[src/rtl/lp_mode_tracker.sv]
module lp_mode_tracker #(
  parameter int LAT_W = 8
) (
  input  logic             clk,
  input  logic             rst_n,
  input  logic             cke,
  input  logic [2:0]       row_cmd,
  input  logic [LAT_W-1:0] pd_exit_lat,
  input  logic [LAT_W-1:0] sr_exit_lat,
  output logic [2:0]       lp_state,
  output logic             busy,
  output logic             cmd_err,
  output logic             sr_enter
);

  localparam logic [2:0] ST_NORM = 3'd0;
  localparam logic [2:0] ST_PD   = 3'd1;
  localparam logic [2:0] ST_SR   = 3'd2;
  localparam logic [2:0] ST_PDX  = 3'd3;
  localparam logic [2:0] ST_SRX  = 3'd4;

  localparam logic [2:0] CMD_NOP   = 3'd0;
  localparam logic [2:0] CMD_REF   = 3'd4;
  localparam logic [2:0] CMD_REFSB = 3'd5;

  localparam logic [LAT_W-1:0] ONE = LAT_W'(1);

  logic [2:0]       state_q, state_d;
  logic [LAT_W-1:0] cnt_q, cnt_d;
  logic             cke_q;
  logic             err_d, sre_d;
  logic             is_nop, is_ref, cke_fall, asleep;
  logic [LAT_W-1:0] exit_lat;

  assign is_nop   = (row_cmd == CMD_NOP);
  assign is_ref   = (row_cmd == CMD_REF) || (row_cmd == CMD_REFSB);
  assign cke_fall = cke_q && !cke;
  assign asleep   = (state_q == ST_PD) || (state_q == ST_SR);
  assign exit_lat = (state_q == ST_PD) ? pd_exit_lat : sr_exit_lat;

  always_comb begin
    state_d = state_q;
    cnt_d   = cnt_q;
    err_d   = 1'b0;
    sre_d   = 1'b0;
    if (state_q == ST_NORM) begin
      if (cke_fall) begin
        if (is_nop) begin
          state_d = ST_PD;
        end else if (is_ref) begin
          state_d = ST_SR;
          sre_d   = 1'b1;
        end else begin
          err_d = 1'b1;
        end
      end
    end else if (asleep) begin
      if (cke) begin
        if (!is_nop) begin
          err_d = 1'b1;
        end else if (exit_lat == '0) begin
          state_d = ST_NORM;
        end else begin
          state_d = (state_q == ST_PD) ? ST_PDX : ST_SRX;
          cnt_d   = exit_lat;
        end
      end
    end else begin
      err_d = !is_nop;
      if (cnt_q <= ONE) begin
        state_d = ST_NORM;
        cnt_d   = '0;
      end else begin
        cnt_d = cnt_q - ONE;
      end
    end
  end

  always_ff @(posedge clk or negedge rst_n) begin
    if (!rst_n) begin
      state_q  <= ST_NORM;
      cnt_q    <= '0;
      cke_q    <= 1'b0;
      cmd_err  <= 1'b0;
      sr_enter <= 1'b0;
    end else begin
      state_q  <= state_d;
      cnt_q    <= cnt_d;
      cke_q    <= cke;
      cmd_err  <= err_d;
      sr_enter <= sre_d;
    end
  end

  assign lp_state = state_q;
  assign busy     = (state_q != ST_NORM);

endmodule

[config.mk]
export PLATFORM = sky130hd
export DESIGN_NAME = lp_mode_tracker
export DESIGN_NICKNAME = d
export VERILOG_FILES = /design/src/rtl/lp_mode_tracker.sv
export SDC_FILE = /design/constraint.sdc
export NUM_CORES = 1
export LEC_CHECK = 0
export ABC_AREA = 1
export BUFFER_PORTS_ARGS = -buffer_cell sky130_fd_sc_hd__buf_2
export CAP_MARGIN = 20
export CORE_MARGIN = 2
export CORE_UTILIZATION = 48
export CTS_CLUSTER_SIZE = 40
export DETAILED_ROUTE_END_ITERATION = 8
export GPL_ROUTABILITY_DRIVEN = 0
export PLACE_DENSITY = 0.87
export SYNTH_ARGS = -nofsm -noshare
export SYNTH_HDL_FRONTEND = slang
export SYNTH_SLANG_ARGS = --single-unit
export TNS_END_PERCENT = 30
[constraint.sdc]
create_clock -name clk -period 1.55 [get_ports clk]
set_input_delay 0.31 -clock clk [delete_from_list [all_inputs] [get_ports clk]]
set_output_delay 0.31 -clock clk [all_outputs]
set_load 0.01 [all_outputs]
== After elaboration in Yosys (flattened, before gate mapping) ==
Index checks and enable logic that the tools add are counted.
Word-level totals
  flip-flop bits (word level): 14
  bits of input ports: 22
  word-level logic and storage cells: 58
Cells by class
  add/subtract/negate cells: 1
  magnitude comparators: 1
  equality and inequality tests: 11
  mux-type cells: 27
  bitwise operators: 1
  reductions and logical operators: 12
Operators with widths (count)
  two-way mux 8 bit: 6
  two-way mux 3 bit: 10
  two-way mux 1 bit: 11
  <= comparator 8 x 1 -> 1 bit, second input constant: 1
  zero test 8 bit: 1
  inequality test 2 bit, second input constant: 4
  subtractor 8 x 1 -> 8 bit, second input constant: 1
  equality test 3 bit, second input constant: 2
  zero test 3 bit: 2
  inequality test 3 x 2 -> 1 bit, second input constant: 2
  nonzero test 3 bit: 2
  AND reduction 5 bit: 1
  AND reduction 4 bit: 1
  equality test 3 x 1 -> 1 bit, second input constant: 1
  equality test 3 x 2 -> 1 bit, second input constant: 1
  inequality test 3 bit, second input constant: 1
  zero test 1 bit: 2
  logical OR 1 bit: 2
  logical AND 1 bit: 1
  NOT 1 bit: 1

== Longest topological paths before layout ==
Gate-level depths: netlist of the first run.
  depth in word-level cells: 8
  gate-level depth with buffers: 11

== Worst setup path before layout of the first run ==
OpenSTA, ideal clock, no wires.
  kind: register to register
  start: reg state_q[1] (netlist: lp_state[1])
  end: reg state_q[2] (netlist: lp_state[2])
  library setup time: 0.118 ns
  arrival: 1.445 ns
  path slack: -0.012 ns
  cell stages (with the launch flop): 11
  period minus slack after synthesis: 1.562 ns
  cell sequence: dfrtp_1 -> nor2_4 -> nand2_4 -> nand2_4 -> inv_6 -> nand2_4 -> nand2_2 -> a21oi_4 -> inv_2 -> nand2_1 -> nand2_1
On the way
  longest elaborated chain between the ends: 8
  elaborated cells on any way between the ends: 18
  those cells by class: 6 x eq/ne; 7 x mux; 5 x reduce/logical
Ends and longest elaborated chain
  start: declaration: line 28  | logic [2:0] state_q, state_d;
  start signal: assignment: line 87  | state_q <= state_d;
  equality test 3 x 1 -> 1 bit: line 38, 39, 64
  two-way mux 8 bit: line 39  | assign exit_lat = (state_q == ST_PD) ? pd_exit_lat : sr_exit_lat;
  zero test 8 bit: line 61  | end else if (exit_lat == '0) begin
  two-way mux 3 bit: line 61
  two-way mux 3 bit: line 59  | if (!is_nop) begin
  two-way mux 3 bit: line 58  | if (cke) begin
  two-way mux 3 bit: line 57  | end else if (asleep) begin
  two-way mux 3 bit: line 46  | if (state_q == ST_NORM) begin
Parallel ways exist; a longest one is shown, timed or not. The select of a mux whose other input is x is not followed.
A chain may end at the register's enable or synchronous reset.

== Final worst setup path of the first run ==
  start: reg state_q[2] (netlist: lp_state[2])
  end: reg cnt_q[7]
On the way
  longest elaborated chain between the ends: 6
  elaborated cells on any way between the ends: 15
  those cells by class: 5 x eq/ne; 5 x mux; 1 x bitwise; 4 x reduce/logical
Ends and longest elaborated chain
  branches (longest 6 deep; another with two-way mux 8 bit)
  end signal: assignment: line 88  | cnt_q <= cnt_d;
  end: declaration: line 29  | logic [LAT_W-1:0] cnt_q, cnt_d;
Parallel ways; which one is timed is not known. The select of a mux whose other input is x is not followed.

==> run metrics, run 1 <==
Seq/Total Area, Yosys=29.9%; CTS Buf Count=3; Antenna diodes=0; Max Fanout on Critical Path=8; 1st-pass router iterations=4; max-slew violation count=0; RSZ-0062 raised after global routing=yes; failing checks=negative setup slack; Mapped Cells=~170; via count=roughly 1,400; Syn Area/Cell=6.81 um2; Rel. slew slack=between 70 and 80%; # setup viols final=12; die footprint=between 0.002 and 0.003 mm2; DR iter-0 viols=39; Final Hold Vio Count=0; DP Area=0.00144 mm2; Setup WS pre-CTS=-0.0769 ns; WL final=about 3300 um; Hold Startpoint=cke; worst setup path class=reg -> reg; commonest cells after routing, fill and taps aside=nand2_1, buf_2, inv_1, buf_4, nand3_1; DR WL/cell=approximately 13 um; Initial Util=about half; R2R cell count=10; fmax=594 MHz; DRC errors left=0; CP Launch Point=lp_state[2]$_DFFE_PN0P_; syn nets=approximately 200; r2r startpoint=lp_state[2]$_DFFE_PN0P_; antenna violations before repair=0; Syn. warnings=0; fin crit share=109%; post-route setup slack=-0.134 ns; clk sinks=14; fin area=approximately 0.0017 mm2; PwrDens=~2100 mW/mm2; register clock-pin slew on the reported worst setup and hold paths=0.10 ns; core box area=0.00225 mm2; DP HPWL=around 2200 um; Worst Setup End Kind=flop; Tot GR Track Use=between 20% and 30%; slowest CP cell=dfrtp_1; Hold Crit Depth=1; htree depth=1; status=complete, but fails checks; FILL cells=170; sequential cell area=roughly 350 um2; antenna-violating nets left=0; most common cell after layout, fill and taps aside=nand2_1; worst hold margin=slightly below 0.2 ns; global-route wire length before repair=around 5200 um; die span in y=53.4 um; max incr delay on CP=0.44 ns; TritonCTS clock tree=built; IO Count=28; Synth cell types=25; crit path time final=~1.7 ns; cell area after synthesis=~0.0012 mm2; number of global-route vias before repair=roughly 1,300; via/cell ratio=approximately 5.3; Worst Hold Class=in -> reg; largest net degree at the start of global routing=15; GRT overflow=0; most used cell along the critical path=nand2_1; # rows=17; TNS Setup=-1.31 ns; worst path cell trace=nor2_4 > buf_12 > nand3b_1 > nand2_1 > nand2_2 > nor2_4 > nand3_4 > nand2_8 > nand2_1 > nand2_1; Max Cap Violations=0; Critical Path AT=approximately 1.9 ns; Startpoint Class=flop; Leakage=0.934 nW; Worst VDD drop=approximately 0.0014 V; CTS max path bufs=2; area growth from synthesis to layout=43.6%; Die X=between 50 and 60 um; Port Buffers=27; share of cells above drive strength 1=around two fifths; clock skew=about 0.0085 ns; multi-input gate area in the final layout=801 um2; Clock Latency Late Sink=around 0.28 ns; Root Driver=clkbuf_4; Worst-Margin Slew=~0.35 ns; Synth Register Bits=14; fin nets=~250; Required @ worst endpoint=between 1.5 and 2 ns
timing repair:
item,in CTS,in global routing
buffers inserted,5,6
resized for setup,7,17
setup endpoints to repair,12,12
cloned,1,0
endpoints found under the hold margin,14,0
hold buffers,1,0
pin swaps,9,12
cells in the mapped netlist:
| master | number | share of area, % |
|---|---|---|
| nand2_4 | 4 | 3.8 |
| nand2_1 | 64 | 21 |
| nor2_4 | 1 | 0.96 |
| a21oi_4 | 2 | 2.8 |
| nand3b_1 | 9 | 5.8 |
| inv_2 | 2 | 0.64 |
| nand3_1 | 20 | 8.5 |
| o21ai_0 | 1 | 0.43 |
| dfrtp_1 | 14 | 30 |
| clkbuf_4 | 1 | 0.64 |
| nor2_1 | 4 | 1.3 |
| nor3_1 | 1 | 0.43 |
| nor2_2 | 2 | 1.1 |
| nand3_4 | 1 | 1.5 |
| o211ai_1 | 1 | 0.64 |
| nand2_2 | 2 | 1.1 |
| xor2_1 | 2 | 1.5 |
| inv_6 | 1 | 0.75 |
| o21ai_4 | 1 | 1.4 |
| nor4_1 | 1 | 0.53 |
| o22ai_1 | 6 | 3.2 |
| xnor2_1 | 1 | 0.75 |
| nand4_1 | 2 | 1.1 |
| ha_1 | 2 | 2.1 |
| inv_1 | 27 | 8.7 |
worst max-delay path: cells and delay by family, from the launching register on:
family,cells,cell delay [ns]
AND/OR/NAND/NOR,9,1.02
flip-flops,1,0.44
buffers and inverters,1,0.14
logic make-up (layout without fill, tap and decap cells):
| kind of cell | Yosys count | after routing | share of synthesized area (%) |
|---|---|---|---|
| XOR/XNOR | 3 | 3 | 2.24 |
| flip-flops | 14 | 14 | 29.9 |
| AND/OR/NAND/NOR | 111 | 112 | 46.6 |
| buffers and inverters | 31 | 86 | 10.7 |
| adder cells (fa/ha/maj) | 2 | 2 | 2.14 |
| AO/OA/AOI/OAI | 11 | 11 | 8.44 |
through the flow:
stage / cells / utilization [%] / power, mW
floorplan: 172 / - / 2.20
global placement: 239 / 64.0 / 2.73
detailed placement: 239 / 64.0 / 2.78
CTS: 250 / 70.0 / 3.25
global route: 256 / 74.6 / 3.92
finish: 256 / 74.6 / 3.60
area by class of cell:
cell class                      count  share of cell area (%)
Multi-Input combinational cell    128                    47.6
Clock buffer                        4                    2.16
Tap cell                           28                    2.08
Timing Repair Buffer               52                    20.3
Sequential cell                    14                    20.8
Inverter                           30                    6.99
state kept, by name, summed over array words and instances (netlist names):
register and cells:
cnt_q 8, cmd_err 1, lp_state 3, cke_q 1, sr_enter 1
metal layers:
| metal | track usage, % | routed length, um | vias to the layer above |
|---|---|---|---|
| met5 | 0 | 0 | - |
| met4 | 8.55 | 97 | 0 |
| met3 | 5.65 | 199 | 14 |
| met2 | 45.5 | 1750 | 55 |
| met1 | 28.4 | 1260 | 630 |
| li1 | - | - | 663 |
final timing paths:
path	slack (ns)	end
max in group asynchronous	0.85	cnt_q[7]$_DFFE_PN0P_
worst max-delay path	-0.13	cnt_q[7]$_DFFE_PN0P_
worst max register to register	-0.13	cnt_q[7]$_DFFE_PN0P_
worst min register to register	0.51	cnt_q[1]$_DFFE_PN0P_
worst min-delay path	0.20	cke_q$_DFF_PN0_
min in group asynchronous	0.44	cnt_q[6]$_DFFE_PN0P_
where the power goes:
group          internal (mW)  switching, mW
Clock                  0.143          0.126
Sequential             0.519          0.123
Combinational           1.15           1.54
Power figures use the tool's default switching activity.
==> run 2: changes to the inputs <==
--- a/config.mk
+++ b/config.mk
@@ -8,7 +8,6 @@
 export ABC_AREA = 1
 export BUFFER_PORTS_ARGS = -buffer_cell sky130_fd_sc_hd__buf_2
 export CAP_MARGIN = 20
-export CORE_MARGIN = 2
 export CORE_UTILIZATION = 48
 export CTS_CLUSTER_SIZE = 40
 export DETAILED_ROUTE_END_ITERATION = 8
==> run metrics, run 2 (synthesis results as in run 1) <==
Setup WS pre-CTS=-0.0649 ns (+0.0120 ns); Port Buffers=27 (unchanged); FILL cells=146 (-14%); TritonCTS clock tree=built; area growth from synthesis to layout=50.0%; worst path cell trace=nor2_4 > buf_4 > nand2_8 > nand2_1 > nand2_2 > nand2_1 > nor2_4 > nand3_4 > nand2_4 > nand2_1 > nand2_1; crit path time final=1.75 ns (+0.0646 ns); die span in y=51.4 um (-3.7%); Leakage=0.966 nW (+3.5%); largest reg by FF count=cnt_q; max incr delay on CP=0.44 ns (about the same); Required @ worst endpoint=1.73 ns (-0.04 ns); WL final=3980 um (+21%); most used cell along the critical path=nand2_1; failing checks=negative setup slack; most common cell after layout, fill and taps aside=nand2_1; Antenna diodes=0 (unchanged); CP top delay family=simple AND/OR/NAND/NOR gates; Hold Crit Depth=1 (unchanged); fin nets=255 (+0.79%); Die X=51.4 um (-3.7%); clock skew=0.0165 ns (+0.00801 ns); Clock Latency Late Sink=0.30 ns (+0.02 ns); PwrDens=2280 mW/mm2 (+6.6%); Worst Hold Class=in -> reg; multi-input gate area in the final layout=825 um2 (+3.0%); GRT overflow=0 (unchanged); worst hold margin=0.188 ns (-0.00901 ns); non-filler cells, final=258 (+0.78%); Core Util, Final=77.9% (+3.3 points); DP HPWL=2100 um (-3.4%); Hold Startpoint=cke; via/cell ratio=5.60 (+5.3%); # setup viols final=13 (+1); core box area=0.00225 mm2 (unchanged); post-route setup slack=-0.199 ns (-0.0646 ns); via count=1,446 (+6.2%); Crit path depth=11 (+1); Worst Setup End Kind=flop; # placed instances=240 (+0.42%); CTS max path bufs=2 (unchanged); Startpoint Class=flop; slowest CP cell=dfrtp_1; r2r startpoint=lp_state[2]$_DFFE_PN0P_; register clock-pin slew on the reported worst setup and hold paths=0.10 ns (about the same); fmax=572 MHz (-3.7%); antenna violations before repair=0 (unchanged); max-slew violation count=0 (unchanged); Worst VDD drop=0.00139 V (-1.8%); # rows=17 (unchanged); fin area=0.00176 mm2 (+4.5%); fin crit share=113% (+4.2 points); Worst-Margin Slew=0.335 ns (-0.0180 ns); Rel. slew slack=77.6% (+1.2 points); worst setup path class=reg -> reg; RSZ-0062 raised after global routing=yes; antenna-violating nets left=0 (unchanged); IO Count=28 (unchanged); DR WL/cell=15.4 um (+20%); DR iter-0 viols=55 (+41%); clk sinks=14 (unchanged); 1st-pass router iterations=4 (unchanged); share of cells above drive strength 1=40.9% (+0.96 points); commonest cells after routing, fill and taps aside=nand2_1, inv_1, buf_2, buf_4, dfrtp_1; largest net degree at the start of global routing=15 (unchanged); max FFs per register=8 (unchanged); number of global-route vias before repair=1,361 (+8.0%); DRC errors left=0 (unchanged); Max Cap Violations=0 (unchanged); global-route wire length before repair=5580 um (+6.6%); CP Launch Point=lp_state[2]$_DFFE_PN0P_; htree depth=1 (unchanged); Tot GR Track Use=28.7% (+3.6 points); Final Hold Vio Count=0 (unchanged); status=complete, but fails checks; Max Fanout on Critical Path=10 (+2); Worst Path Buf+Inv=1 (unchanged); CTS Buf Count=3 (unchanged); die footprint=0.00264 mm2 (-7.4%); R2R cell count=11 (+1); Root Driver=clkbuf_4; Final Power=4.01 mW (+11%); TNS Setup=-1.98 ns (-0.667 ns); Critical Path AT=1.93 ns (+0.03 ns); sequential cell area=350 um2 (unchanged); Initial Util=51.9% (unchanged); DP Area=0.00145 mm2 (+0.52%)
## run 2: worst register-to-register path: stages (launching register included)
cell	delay (ns)
dfrtp_1	0.44
nor2_4	0.18
buf_4	0.16
nand2_8	0.08
nand2_1	0.14
nand2_2	0.09
nand2_1	0.11
nor2_4	0.06
nand3_4	0.12
nand2_4	0.09
nand2_1	0.09
nand2_1	0.06
## run 2: cell type report
class                           instances  share of cell area [%]
Clock buffer                            4                    2.07
Inverter                               30                    6.84
Multi-Input combinational cell        128                    46.9
Sequential cell                        14                    19.9
Tap cell                               28                    1.99
Timing Repair Buffer                   54                    22.2
## run 2: timing repair
item	CTS	global route
cloned	1	0
endpoints found under the hold margin	14	0
resized for setup	20	19
pin swaps	13	15
buffers inserted	10	2
hold buffers	1	0
endpoints found under the setup margin	11	14
## run 2: power by group
part / switching, mW / internal, mW / total [mW]
sequential: 0.127 / 0.519 / 0.646
combinational: 1.74 / 1.34 / 3.08
clock: 0.140 / 0.143 / 0.283
total: 2.01 / 2.00 / 4.01
## run 2: metal layers
| layer | track usage, % | wire length [um] | vias up | part of all wire, % |
|---|---|---|---|---|
| li1 | - | - | 671 | - |
| met1 | 31.1 | 1370 | 669 | 34 |
| met2 | 53.0 | 2140 | 84 | 54 |
| met3 | 3.57 | 268 | 22 | 6.7 |
| met4 | 15.3 | 214 | 0 | 5.4 |
| met5 | 0 | 0 | - | 0 |
## run 2: path summary, 6_finish.rpt
kind	endpoint	slack, ns
min	cke_q$_DFF_PN0_	0.19
min reg2reg	cnt_q[1]$_DFFE_PN0P_	0.49
min in group asynchronous	cnt_q[5]$_DFFE_PN0P_	0.42
max	cnt_q[0]$_DFFE_PN0P_	-0.20
max in group asynchronous	cmd_err$_DFF_PN0_	0.86
max reg2reg	cnt_q[0]$_DFFE_PN0P_	-0.20
==> run 3: changes to the inputs <==
--- a/config.mk
+++ b/config.mk
@@ -16,4 +16,4 @@
 export SYNTH_ARGS = -nofsm -noshare
 export SYNTH_HDL_FRONTEND = slang
 export SYNTH_SLANG_ARGS = --single-unit
-export TNS_END_PERCENT = 30
+export TNS_END_PERCENT = 10
==> run metrics, run 3 (synthesis results as in run 1) <==
R2R cell count=11 (unchanged); IO Count=28 (unchanged); fin area=0.00176 mm2 (unchanged); CTS Buf Count=3 (unchanged); Critical Path AT=1.93 ns (about the same); commonest cells after routing, fill and taps aside=nand2_1, inv_1, buf_2, buf_4, dfrtp_1; FF-to-FF setup slack=-0.20 ns (about the same); # rows=17 (unchanged); clk sinks=14 (unchanged); status=complete, but fails checks; fin nets=255 (unchanged); r2r startpoint=lp_state[2]$_DFFE_PN0P_; RR Endpoint=cnt_q[0]$_DFFE_PN0P_; failing checks=negative setup slack; Die X=51.4 um (unchanged); sequential cell area=350 um2 (unchanged); core box area=0.00225 mm2 (unchanged); Antenna diodes=0 (unchanged); Worst Hold Class=in -> reg; Final Hold Vio Count=0 (unchanged); via count=1,446 (unchanged); Rel. slew slack=77.6% (unchanged); Worst Hold End=cke_q$_DFF_PN0_; CP Launch Point=lp_state[2]$_DFFE_PN0P_; most common cell after layout, fill and taps aside=nand2_1; GRT overflow=0 (unchanged); Port Buffers=27 (unchanged); Core Util, Final=77.9% (unchanged); # placed instances=240 (unchanged); antenna-violating nets left=0 (unchanged); worst setup path class=reg -> reg; CTS max path bufs=2 (unchanged); DRC errors left=0 (unchanged); DP HPWL=2100 um (unchanged); via/cell ratio=5.60 (unchanged); Hold Crit Depth=1 (unchanged); crit path time final=1.75 ns (unchanged); largest reg by FF count=cnt_q; clock skew=0.0165 ns (unchanged); global-route wire length before repair=5580 um (unchanged); die footprint=0.00264 mm2 (unchanged); largest net degree at the start of global routing=15 (unchanged); share of cells above drive strength 1=40.9% (unchanged); Worst Setup End Kind=flop; multi-input gate area in the final layout=825 um2 (unchanged); RSZ-0062 raised after global routing=yes; TritonCTS clock tree=built; PwrDens=2280 mW/mm2 (unchanged); Worst VDD drop=0.00139 V (unchanged); Leakage=0.966 nW (unchanged); number of global-route vias before repair=1,361 (unchanged); DP Area=0.00145 mm2 (unchanged); register clock-pin slew on the reported worst setup and hold paths=0.10 ns (about the same); Startpoint Class=flop; WL final=3980 um (unchanged); antenna violations before repair=0 (unchanged); FILL cells=146 (unchanged); non-filler cells, final=258 (unchanged); Max Fanout on Critical Path=10 (unchanged); die span in y=51.4 um (unchanged); area growth from synthesis to layout=50.0% (unchanged); Max Cap Violations=0 (unchanged); DR iter-0 viols=55 (unchanged); Clock Latency Late Sink=0.30 ns (about the same); # setup viols final=13 (unchanged); Required @ worst endpoint=1.73 ns (about the same); Root Driver=clkbuf_4; post-route setup slack=-0.199 ns (unchanged); Tot GR Track Use=28.7% (unchanged); max-slew violation count=0 (unchanged); 1st-pass router iterations=4 (unchanged); fin crit share=113% (unchanged); Final Power=4.01 mW (unchanged); Initial Util=51.9% (unchanged); Worst-Margin Slew=0.335 ns (unchanged); fmax=572 MHz (unchanged); max FFs per register=8 (unchanged); htree depth=1 (unchanged); Hold Startpoint=cke; DR WL/cell=15.4 um (unchanged)
run 3: worst max path at each step:
stage                                    endpoint  slack [ns]  depth (start not counted)
after floorplan           lp_state[2]$_DFFE_PN0P_       0.004                         10
after global placement       cnt_q[0]$_DFFE_PN0P_      -0.006                         10
after detailed placement     cnt_q[0]$_DFFE_PN0P_       -0.06                         10
after CTS                    cnt_q[0]$_DFFE_PN0P_       -0.08                          9
after global routing         cnt_q[0]$_DFFE_PN0P_       -0.25                         10
final                        cnt_q[0]$_DFFE_PN0P_       -0.20                         11
run 3: timing repair:
action                                  in CTS  in global routing
endpoints found under the hold margin       14                  0
gates resized for setup                     20                 19
buffers inserted                            10                  2
pin swaps                                   13                 15
endpoints found under the setup margin      11                 14
cloned                                       1                  0
hold buffers                                 1                  0
run 3: cell type report:
class                      count  area share (%)
multi-input combinational    128            46.9
timing repair buffer          54            22.2
sequential                    14            19.9
inverter                      30            6.84
clock buffer                   4            2.07
tap                           28            1.99
run 3: per-stage QoR:
step                setup slack, ns  hold WS, ns  setup TNS, ns
floorplan                   0.00357       0.0144              0
global placement           -0.00587        0.222       -0.00587
detailed placement          -0.0649        0.226         -0.520
CTS                         -0.0799        0.189         -0.719
global route                 -0.254        0.184          -2.75
finish                       -0.199        0.188          -1.98
run 3: critical path: stages, from the launching register on:
cell     delay [ns]
dfrtp_1        0.44
nor2_4         0.18
buf_4          0.16
nand2_8        0.08
nand2_1        0.13
nand2_2        0.09
nand2_1        0.11
nor2_4         0.06
nand3_4        0.12
nand2_4        0.09
nand2_1        0.09
nand2_1        0.06
run 3: layer usage:
metal	vias up	GRT usage [%]	share of wire (%)	routed length, um
met1	669	31.1	34	1370
met5	-	0	0	0
met4	0	15.3	5.4	214
met2	84	53.0	54	2140
met3	22	3.57	6.7	268
li1	671	-	-	-
run 3: where the power goes:
part | internal (mW) | switching, mW | total [mW] | leakage (nW)
clock network | 0.143 | 0.140 | 0.283 | 0.0210
logic | 1.34 | 1.74 | 3.08 | 0.767
registers | 0.519 | 0.127 | 0.646 | 0.178
total | 2.00 | 2.01 | 4.01 | 0.966
